[src/rtl/tcd_pkg.sv]
package tcd_pkg;

   typedef struct packed {
      logic       ok;
      logic [7:0] div;
   } tcd_dec_t;

   typedef enum logic {TCD_PRIMARY = 1'b0, TCD_SECONDARY = 1'b1} tcd_kind_e;

   // Primary table: dense from 2, with holes at 9 and above 11.
   function automatic tcd_dec_t tcd_primary_lut(input logic [3:0] code);
      tcd_dec_t r;
      r.ok = 1'b1;
      case (code)
         4'd0:    r.div = 8'd2;
         4'd1:    r.div = 8'd3;
         4'd2:    r.div = 8'd4;
         4'd3:    r.div = 8'd6;
         4'd4:    r.div = 8'd8;
         4'd5:    r.div = 8'd12;
         4'd6:    r.div = 8'd16;
         4'd7:    r.div = 8'd18;
         4'd8:    r.div = 8'd24;
         4'd10:   r.div = 8'd36;
         4'd11:   r.div = 8'd48;
         default: begin r.ok = 1'b0; r.div = 8'd0; end
      endcase
      return r;
   endfunction

   // Secondary table: starts at code 4, code 12 gives divide-by-10.
   function automatic tcd_dec_t tcd_secondary_lut(input logic [3:0] code,
                                                  input logic       drop_low);
      tcd_dec_t r;
      r.ok = 1'b1;
      case (code)
         4'd4: begin
            r.ok  = !drop_low;
            r.div = drop_low ? 8'd0 : 8'd8;
         end
         4'd5:    r.div = 8'd12;
         4'd6:    r.div = 8'd16;
         4'd7:    r.div = 8'd18;
         4'd8:    r.div = 8'd24;
         4'd10:   r.div = 8'd36;
         4'd11:   r.div = 8'd48;
         4'd12:   r.div = 8'd10;
         default: begin r.ok = 1'b0; r.div = 8'd0; end
      endcase
      return r;
   endfunction

endpackage

[src/rtl/tcd_lut.sv]
module tcd_lut #(
   parameter tcd_pkg::tcd_kind_e KIND     = tcd_pkg::TCD_PRIMARY,
   parameter bit                 DROP_LOW = 1'b0,
   parameter int                 CODE_W   = 4,
   parameter int                 DIV_W    = 6
) (
   input  logic [CODE_W-1:0] code,
   output logic              ok,
   output logic [DIV_W-1:0]  div
);
   import tcd_pkg::*;

   tcd_dec_t dec;

   generate
      if (KIND == TCD_PRIMARY) begin : g_pri
         always_comb dec = tcd_primary_lut(code);
      end else begin : g_sec
         always_comb dec = tcd_secondary_lut(code, DROP_LOW);
      end
   endgenerate

   assign ok  = dec.ok;
   assign div = DIV_W'(dec.div);

   // A valid entry never decodes to a divisor below 2.
   always_comb begin
      if (ok) a_min_div_r7: assert (div >= DIV_W'(2));
   end

endmodule

[src/rtl/tcd_chan.sv]
module tcd_chan #(
   parameter int              DIV_W   = 6,
   parameter logic [DIV_W-1:0] RST_DIV = DIV_W'(48)
) (
   input  logic             clk,
   input  logic             rst_n,
   input  logic             load,
   input  logic             ld_ok,
   input  logic [DIV_W-1:0] ld_div,
   output logic             tick
);

   logic [DIV_W-1:0] tgt_q;   // last valid requested divisor
   logic [DIV_W-1:0] cur_q;   // divisor of the running period
   logic [DIV_W-1:0] cnt_q;

   assign tick = (cnt_q == cur_q - DIV_W'(1));

   always_ff @(posedge clk or negedge rst_n) begin
      if (!rst_n) begin
         tgt_q <= RST_DIV;
         cur_q <= RST_DIV;
         cnt_q <= '0;
      end else begin
         if (load && ld_ok) tgt_q <= ld_div;
         if (tick) begin
            cnt_q <= '0;
            cur_q <= tgt_q;
         end else begin
            cnt_q <= cnt_q + DIV_W'(1);
         end
      end
   end

   p_cnt_range_r7: assert property (@(posedge clk) disable iff (!rst_n)
      cnt_q < cur_q);

   p_restart_r7: assert property (@(posedge clk) disable iff (!rst_n)
      tick |=> (cnt_q == '0) && !tick);

   p_div_hold_r8: assert property (@(posedge clk) disable iff (!rst_n)
      !tick |=> $stable(cur_q));

   p_keep_last_r6: assert property (@(posedge clk) disable iff (!rst_n)
      (load && !ld_ok) |=> $stable(tgt_q));

endmodule

[src/rtl/tri_table_clkdiv.sv]
module tri_table_clkdiv #(
   parameter int         CODE_W       = 4,
   parameter int         DIV_W        = 6,
   parameter bit         SEC_DROP_LOW = 1'b0,
   parameter logic [3:0] RST_CODE     = 4'd11
) (
   input  logic                   clk,
   input  logic                   rst_n,
   input  logic                   cfg_we,
   input  logic [3*CODE_W-1:0]    cfg_wdata,
   output logic [3*CODE_W-1:0]    cfg_rdata,
   output logic                   en_pri,
   output logic                   en_sec0,
   output logic                   en_sec1
);
   import tcd_pkg::*;

   localparam int NUM_CH = 3;
   localparam int REG_W  = NUM_CH * CODE_W;
   localparam logic [REG_W-1:0] RST_WORD = {NUM_CH{CODE_W'(RST_CODE)}};

   generate
      if (CODE_W != 4) begin : g_bad_code_w
         $error("tri_table_clkdiv: CODE_W must be 4");
      end
      if (DIV_W < 6 || DIV_W > 8) begin : g_bad_div_w
         $error("tri_table_clkdiv: DIV_W must be 6..8 to hold divisor 48");
      end
   endgenerate

   logic [REG_W-1:0]  cfg_q;
   logic [NUM_CH-1:0] ticks;

   always_ff @(posedge clk or negedge rst_n) begin
      if (!rst_n)      cfg_q <= RST_WORD;
      else if (cfg_we) cfg_q <= cfg_wdata;
   end

   assign cfg_rdata = cfg_q;

   // Channel 0 (primary) owns the top field; the rest follow downwards.
   generate
      for (genvar i = 0; i < NUM_CH; i++) begin : g_ch
         localparam tcd_kind_e KIND = (i == 0) ? TCD_PRIMARY : TCD_SECONDARY;
         localparam tcd_dec_t  RST_DEC = (i == 0) ? tcd_primary_lut(RST_CODE)
                                        : tcd_secondary_lut(RST_CODE, SEC_DROP_LOW);
         localparam int        LSB = (NUM_CH - 1 - i) * CODE_W;

         logic             ld_ok;
         logic [DIV_W-1:0] ld_div;

         if (!RST_DEC.ok) begin : g_bad_rst
            $error("tri_table_clkdiv: RST_CODE is not a valid code");
         end

         tcd_lut #(
            .KIND     (KIND),
            .DROP_LOW (SEC_DROP_LOW),
            .CODE_W   (CODE_W),
            .DIV_W    (DIV_W)
         ) u_lut (
            .code (cfg_wdata[LSB +: CODE_W]),
            .ok   (ld_ok),
            .div  (ld_div)
         );

         tcd_chan #(
            .DIV_W   (DIV_W),
            .RST_DIV (DIV_W'(RST_DEC.div))
         ) u_chan (
            .clk    (clk),
            .rst_n  (rst_n),
            .load   (cfg_we),
            .ld_ok  (ld_ok),
            .ld_div (ld_div),
            .tick   (ticks[i])
         );
      end
   endgenerate

   assign en_pri  = ticks[0];
   assign en_sec0 = ticks[1];
   assign en_sec1 = ticks[2];

   p_readback_r1: assert property (@(posedge clk) disable iff (!rst_n)
      cfg_we |=> cfg_rdata == $past(cfg_wdata));

   p_reg_hold_r1: assert property (@(posedge clk) disable iff (!rst_n)
      !cfg_we |=> $stable(cfg_rdata));

endmodule

[config.mk]
export PLATFORM = sky130hd
export DESIGN_NAME = tri_table_clkdiv
export DESIGN_NICKNAME = d
export VERILOG_FILES = /design/src/rtl/tcd_pkg.sv /design/src/rtl/tcd_lut.sv /design/src/rtl/tcd_chan.sv /design/src/rtl/tri_table_clkdiv.sv
export SDC_FILE = /design/constraint.sdc
export NUM_CORES = 1
export LEC_CHECK = 0
export ABC_AREA = 1
export BUFFER_PORTS_ARGS = -buffer_cell sky130_fd_sc_hd__buf_2
export CAP_MARGIN = 20
export CORE_MARGIN = 2
export CORE_UTILIZATION = 55
export DETAILED_ROUTE_END_ITERATION = 10
export GPL_TIMING_DRIVEN = 0
export PLACE_DENSITY = 0.75
export SYNTH_ARGS = -nofsm -noshare
export SYNTH_HDL_FRONTEND = slang
export SYNTH_SLANG_ARGS = --single-unit
[constraint.sdc]
create_clock -name clk -period 1.8 [get_ports clk]
set_input_delay 0 -clock clk [delete_from_list [all_inputs] [get_ports clk]]
set_output_delay 0 -clock clk [all_outputs]
set_load 0.02 [all_outputs]
==> results of run 1 <==
## flip-flops by register name, indices dropped and copies added (netlist names)
signal,cells
g_ch.u_chan.tgt_q,16
g_ch.u_chan.cnt_q,18
g_ch.u_chan.cur_q,16
cfg_rdata,12
## report_power, final
part / switching [mW] / internal (mW)
clock network: 0.509 / 0.630
logic: 0.174 / 0.102
registers: 0.0406 / 1.49
total: 0.724 / 2.22
## cell usage in the layout, fill, tap and decap left out, types with 9 or more instances in the layout
| master | count |
|---|---|
| dlygate4sd3_1 | 14 |
| nand3_1 | 33 |
| nor2_1 | 40 |
| xnor2_1 | 10 |
| buf_2 | 26 |
| clkbuf_8 | 9 |
| dfrtp_1 | 41 |
| buf_4 | 11 |
| o21ai_0 | 16 |
| inv_1 | 48 |
| dfstp_2 | 21 |
| nand2_1 | 145 |
| xor2_1 | 12 |
## worst max-delay path, cell delays in order (launching register included)
cell,delay [ps]
dfrtp_1,340
inv_1,60
ha_1,300
xnor2_1,130
nor2b_1,120
nand2_1,120
nor2_4,120
buf_6,110
buf_6,100
## kinds of logic after synthesis
group,Yosys count
buffers and inverters,59
flip-flops,62
AO/OA/AOI/OAI,37
AND/OR/NAND/NOR,234
adder cells (fa/ha/maj),6
XOR/XNOR,23
## through the flow
step	setup slack (ps)	utilization [%]	power [mW]
after floorplan	242	-	1.69
after global placement	162	60.1	1.79
after detailed placement	150	60.5	1.81
after CTS	4.06	67.5	2.98
after global routing	-17.4	68.6	3.07
final	60.5	68.6	2.95
## cell type report
type                            instances  share of cell area (%)
Sequential cell                        62                    39.3
Multi-Input combinational cell        300                    38.0
Tap cell                               75                    2.34
Timing Repair Buffer                   55                    10.1
Clock buffer                           11                    3.27
Inverter                               56                    5.30
Buffer                                  3                   0.467
Clock inverter                          5                    1.25
## what timing repair did
item | CTS | global route
pin swaps | 6 | 7
endpoints found under the setup margin | 3 | 7
gates resized for setup | 6 | 15
hold buffers | 14 | 0
endpoints found under the hold margin | 38 | 0
buffers inserted | 9 | 2
## per-layer routing
| layer | vias up | wire length [µm] | global-route usage (%) |
|---|---|---|---|
| met5 | - | 0 | 0 |
| met4 | 0 | 114 | 10.3 |
| met3 | 12 | 200 | 3.89 |
| met2 | 52 | 3300 | 38.0 |
| met1 | 1311 | 3000 | 27.7 |
| li1 | 1445 | - | - |
## worst paths after layout
kind                                      endpoint               startpoint
max in group asynchronous  g_ch[0].u_chan.tgt_q[4]                    rst_n
min in group asynchronous             cfg_rdata[6]                    rst_n
max reg2reg                g_ch[1].u_chan.cur_q[2]  g_ch[1].u_chan.cur_q[2]
max                                        en_sec0  g_ch[1].u_chan.cur_q[2]
min                        g_ch[2].u_chan.tgt_q[5]                   cfg_we
min reg2reg                           cfg_rdata[4]             cfg_rdata[4]
==> flow_summary.yaml, run 1 <==
timing:
  fin_hold_ws_ps: 77.1
  maxSlewHeadroom_pct: 46.5
  fin_crit_ps: 1740
  max_freq_mhz: 575
  finalCritPeriodShare_pct: 96.6
  setup_tns_ps: 0
  final_max_slew_viol_count: 0
  setup_viol: 0
  tightest_slew_ps: 803
  final_hold_viol_count: 0
  finalClockSkew_ps: 4.14
pwr:
  cellPowerDensity_nw_per_um2: 734
  max-vdd-ir-drop_uv: 557
  static-leakage-power_nw: 2.06
detailed_routing:
  vias_per_cell: 4.97
  drc: 0
  first_pass_iters: 4
  drt_iter0_markers: 107
  num_vias: 2820
  wl_per_cell_um: 11.7
  ant_nets: 0
  wl_um: 6620
synth:
  synthMuxAreaShare_pct: 0
  synth_edf_count: 0
  synth_common_cells: "nand2_1 (145), inv_1 (53), dfrtp_1 (41), nor2_1 (41), nand3_1 (33)"
  async_reset_ff_share_pct: 100
  synth_ff_type: "dfrtp_1"
  synth_seq_area_share_pct: 48.1
  synth_seq_cells: 62
  synth_xor_area_share_pct: 6.14
  netlist.area_leader.share_pct: 31.3
  synth_most_common_cell: "nand2_1"
  synth_cells: 421
  synth_area_leaders: "dfrtp_1 (31%), dfstp_2 (17%), nand2_1 (17%), inv_1 (6.1%), nand3_1 (5.0%)"
  syn_area_per_cell_um2: 7.79
  synth_adder_area_share_pct: 2.29
  synthesis.area_um2: 3280
  synth_compound_area_share_pct: 6.87
  synth_top_family_by_area: "simple AND/OR/NAND/NOR gates"
  yosysTopAreaCell: "dfrtp_1"
  synth_cell_types: 31
  syn_nets: 442
  yosys_warnings: 0
  yosys.area_share.simple_pct: 29.6
global_route:
  grt_pass1_wl_um: 11400
  grt_pass1_vias: 2713
  grt_max_degree: 36
  grt.overflow.total: 0
  antenna_found_initial: 0
  grt_use_total_pct: 22.3
final_layout:
  postLayoutCellArea_um2: 4020
  drive_above_1_share_pct: 20.1
  n_antenna_cell: 0
  nets: 508
  multi_input_area_um2: 1530
  area_growth_pct: 22.5
  instances_no_fill: 567
  seqCellArea_um2: 1580
  fillers: 474
die:
  row_count: 28
  start_util_pct: 56.1
  die_y_um: 81.2
  die_x_um: 81.2
  ios: 30
  coreArea_um2: 5850
  die_area_um2: 6600
clock_network:
  htree_levels: 3
  cts.sinks: 62
  numCtsBuffers: 9
  clk_latency_ps: 340
  clkTransAtPathRegs_ps: 70
  clock_path_buffers: 2
  cts_tree: "yes"
  clock-root-buffer: "clkbuf_8"
setup_path:
  path_class: "flip-flop to output port"
  path_max_fanout: 2
  cp.arrival_ps: 1740
  crit_path_end_kind: "output port"
  required_ps: 1800
  start_kind: "flip-flop"
  r2r_cells: 10
  rrSetupSlack_ps: 160
place:
  dp.cells: 526
  place_congestion: 0.901
  place_area_um2: 3540
  hpwl_um: 4540
  io_buffers: 29
hold_path:
  hold_class: "input pin to flip-flop"
  hold_depth: 3
status:
  outcome: "finished, final reports clean"
run:
  maxCapViolCount: 0
Note: power is estimated with default switching activity, not from simulation.
==> run 2: changes to the inputs <==
--- a/config.mk
+++ b/config.mk
@@ -8,6 +8,7 @@
 export ABC_AREA = 1
 export BUFFER_PORTS_ARGS = -buffer_cell sky130_fd_sc_hd__buf_2
 export CAP_MARGIN = 20
+export CORE_ASPECT_RATIO = 1.4
 export CORE_MARGIN = 2
 export CORE_UTILIZATION = 55
 export DETAILED_ROUTE_END_ITERATION = 10
==> run 2 against run 1 <==
Compared with the run above: sequential share of layout area increased by 0.18 points; cell count fell by 1.1%; utilization about the same; hold slack better by 12 ps; fmax is 0.32% higher; global-route usage down 0.89 points; largest power group unchanged; wire length up 0.98%.
==> flow_summary.yaml, run 2 (synthesized netlist as in run 1, its figures left out) <==
status:
  outcome: "finished, final reports clean"
final_layout:
  largest_register_ffs: 18
  instances_no_fill: 561
  max_flop_register: "g_ch.u_chan.cnt_q"
  final_common_cell: "nand2_1"
  nets: 507
  drive_above_1_share_pct: 20.0
  area_growth_pct: 21.9
  reg.largest.list: "g_ch.u_chan.cnt_q x18, g_ch.u_chan.cur_q x16, g_ch.u_chan.tgt_q x16"
  mostFrequentLayoutCells: "nand2_1 (144), inv_1 (49), nor2_1 (41), dfrtp_1 (41), nand3_1 (33)"
  multi_input_area_um2: 1520
  n_antenna_cell: 0
  seqCellArea_um2: 1580
  fillers: 479
timing:
  finalCritPeriodShare_pct: 96.3
  finalClockSkew_ps: 5.47
  setup_viol: 0
  max_freq_mhz: 577
  final_max_slew_viol_count: 0
  final_hold_viol_count: 0
  fin_hold_ws_ps: 89.2
  fin_crit_ps: 1730
  tightest_slew_ps: 682
  maxSlewHeadroom_pct: 54.5
global_route:
  grt_max_degree: 33
  grt_pass1_wl_um: 11200
  grt.overflow.total: 0
  grt_pass1_vias: 2755
  grt_use_total_pct: 21.5
  antenna_found_initial: 0
setup_path:
  path_max_fanout: 6
  start_kind: "flip-flop"
  crit_path_end_kind: "output port"
  cp.arrival_ps: 1730
  worstSetupStartpoint: "g_ch[2].u_chan.cur_q[1]"
  reg2reg_from: "g_ch[0].u_chan.cur_q[0]"
  path_class: "flip-flop to output port"
  required_ps: 1800
clock_network:
  htree_levels: 3
  clk_latency_ps: 330
  cts.sinks: 62
  clkTransAtPathRegs_ps: 70
  numCtsBuffers: 9
  clock-root-buffer: "clkbuf_8"
  cts_tree: "yes"
  clock_path_buffers: 2
detailed_routing:
  num_vias: 2852
  wl_per_cell_um: 11.9
  first_pass_iters: 4
  drt_iter0_markers: 123
  wl_um: 6680
  vias_per_cell: 5.08
  ant_nets: 0
  drc: 0
place:
  place_congestion: 0.847
  dp.cells: 521
  io_buffers: 29
  hpwl_um: 4680
die:
  die_y_um: 95.4
  die_area_um2: 6600
  start_util_pct: 56.3
  row_count: 33
  die_x_um: 69.3
  ios: 30
  coreArea_um2: 5820
pwr:
  max-vdd-ir-drop_uv: 785
  static-leakage-power_nw: 2.06
  cellPowerDensity_nw_per_um2: 728
hold_path:
  hold_class: "input pin to flip-flop"
  hp-start: "cfg_we"
run:
  maxCapViolCount: 0
[run 2: path summary, 6_finish.rpt]
kind	endpoint	slack, ps	cells past startpoint
max	en_sec1	70	8
min	g_ch[1].u_chan.tgt_q[5]	90	3
max reg2reg	g_ch[0].u_chan.cur_q[0]	150	12
min reg2reg	cfg_rdata[4]	470	2
max in group asynchronous	g_ch[2].u_chan.cur_q[5]	880	3
min in group asynchronous	cfg_rdata[2]	240	2
[run 2: through the flow]
stage	setup WS [ps]	instance area [µm²]	setup TNS, ps	util, %	power [mW]
final	66.1	4000	0	68.7	2.91
after CTS	9.76	3930	0	67.5	2.94
after detailed placement	162	3530	0	60.7	1.81
after floorplan	242	3280	0	-	1.69
after global placement	168	3510	0	60.3	1.80
after global routing	-29.4	4000	-82.0	68.7	3.04
[run 2: cell type report]
cell class / count / share of cell area, %
well taps: 70 / 2.19
multi-input cells: 300 / 38.1
plain buffers: 2 / 0.188
clock buffers: 13 / 4.23
flip-flops and latches: 62 / 39.5
clock inverters: 3 / 0.438
inverters: 56 / 5.32
repair buffers: 55 / 10.1
[run 2: critical path, stage by stage (launching register included)]
cell and delay, ps:
dfrtp_1 370, inv_2 60, ha_4 260, xor2_1 140, o211ai_1 140, nor2_4 160, nand2_4 100, inv_4 60
buf_4 130
[run 2: report_power, final]
part | switching [mW] | leakage, nW | internal, mW | total (mW)
clock | 0.494 | 0.0954 | 0.608 | 1.10
sequential | 0.0393 | 0.730 | 1.49 | 1.53
combinational | 0.175 | 1.24 | 0.102 | 0.276
total | 0.708 | 2.06 | 2.20 | 2.91
[run 2: per-layer routing]
metal | wire [µm] | global-route usage [%] | vias up
li1 | - | - | 1445
met1 | 2580 | 21.9 | 1332
met2 | 3660 | 40.5 | 52
met3 | 204 | 4.97 | 23
met4 | 231 | 11.4 | 0
met5 | 0 | 0 | -
[run 2: timing repair]
item                       in CTS  in global routing
setup buffers                   7                  4
setup endpoints to repair       3                  3
hold buffers                   14                  0
pin swaps                       4                  7
gates resized for setup         7                 12
hold endpoints to repair       34                  0
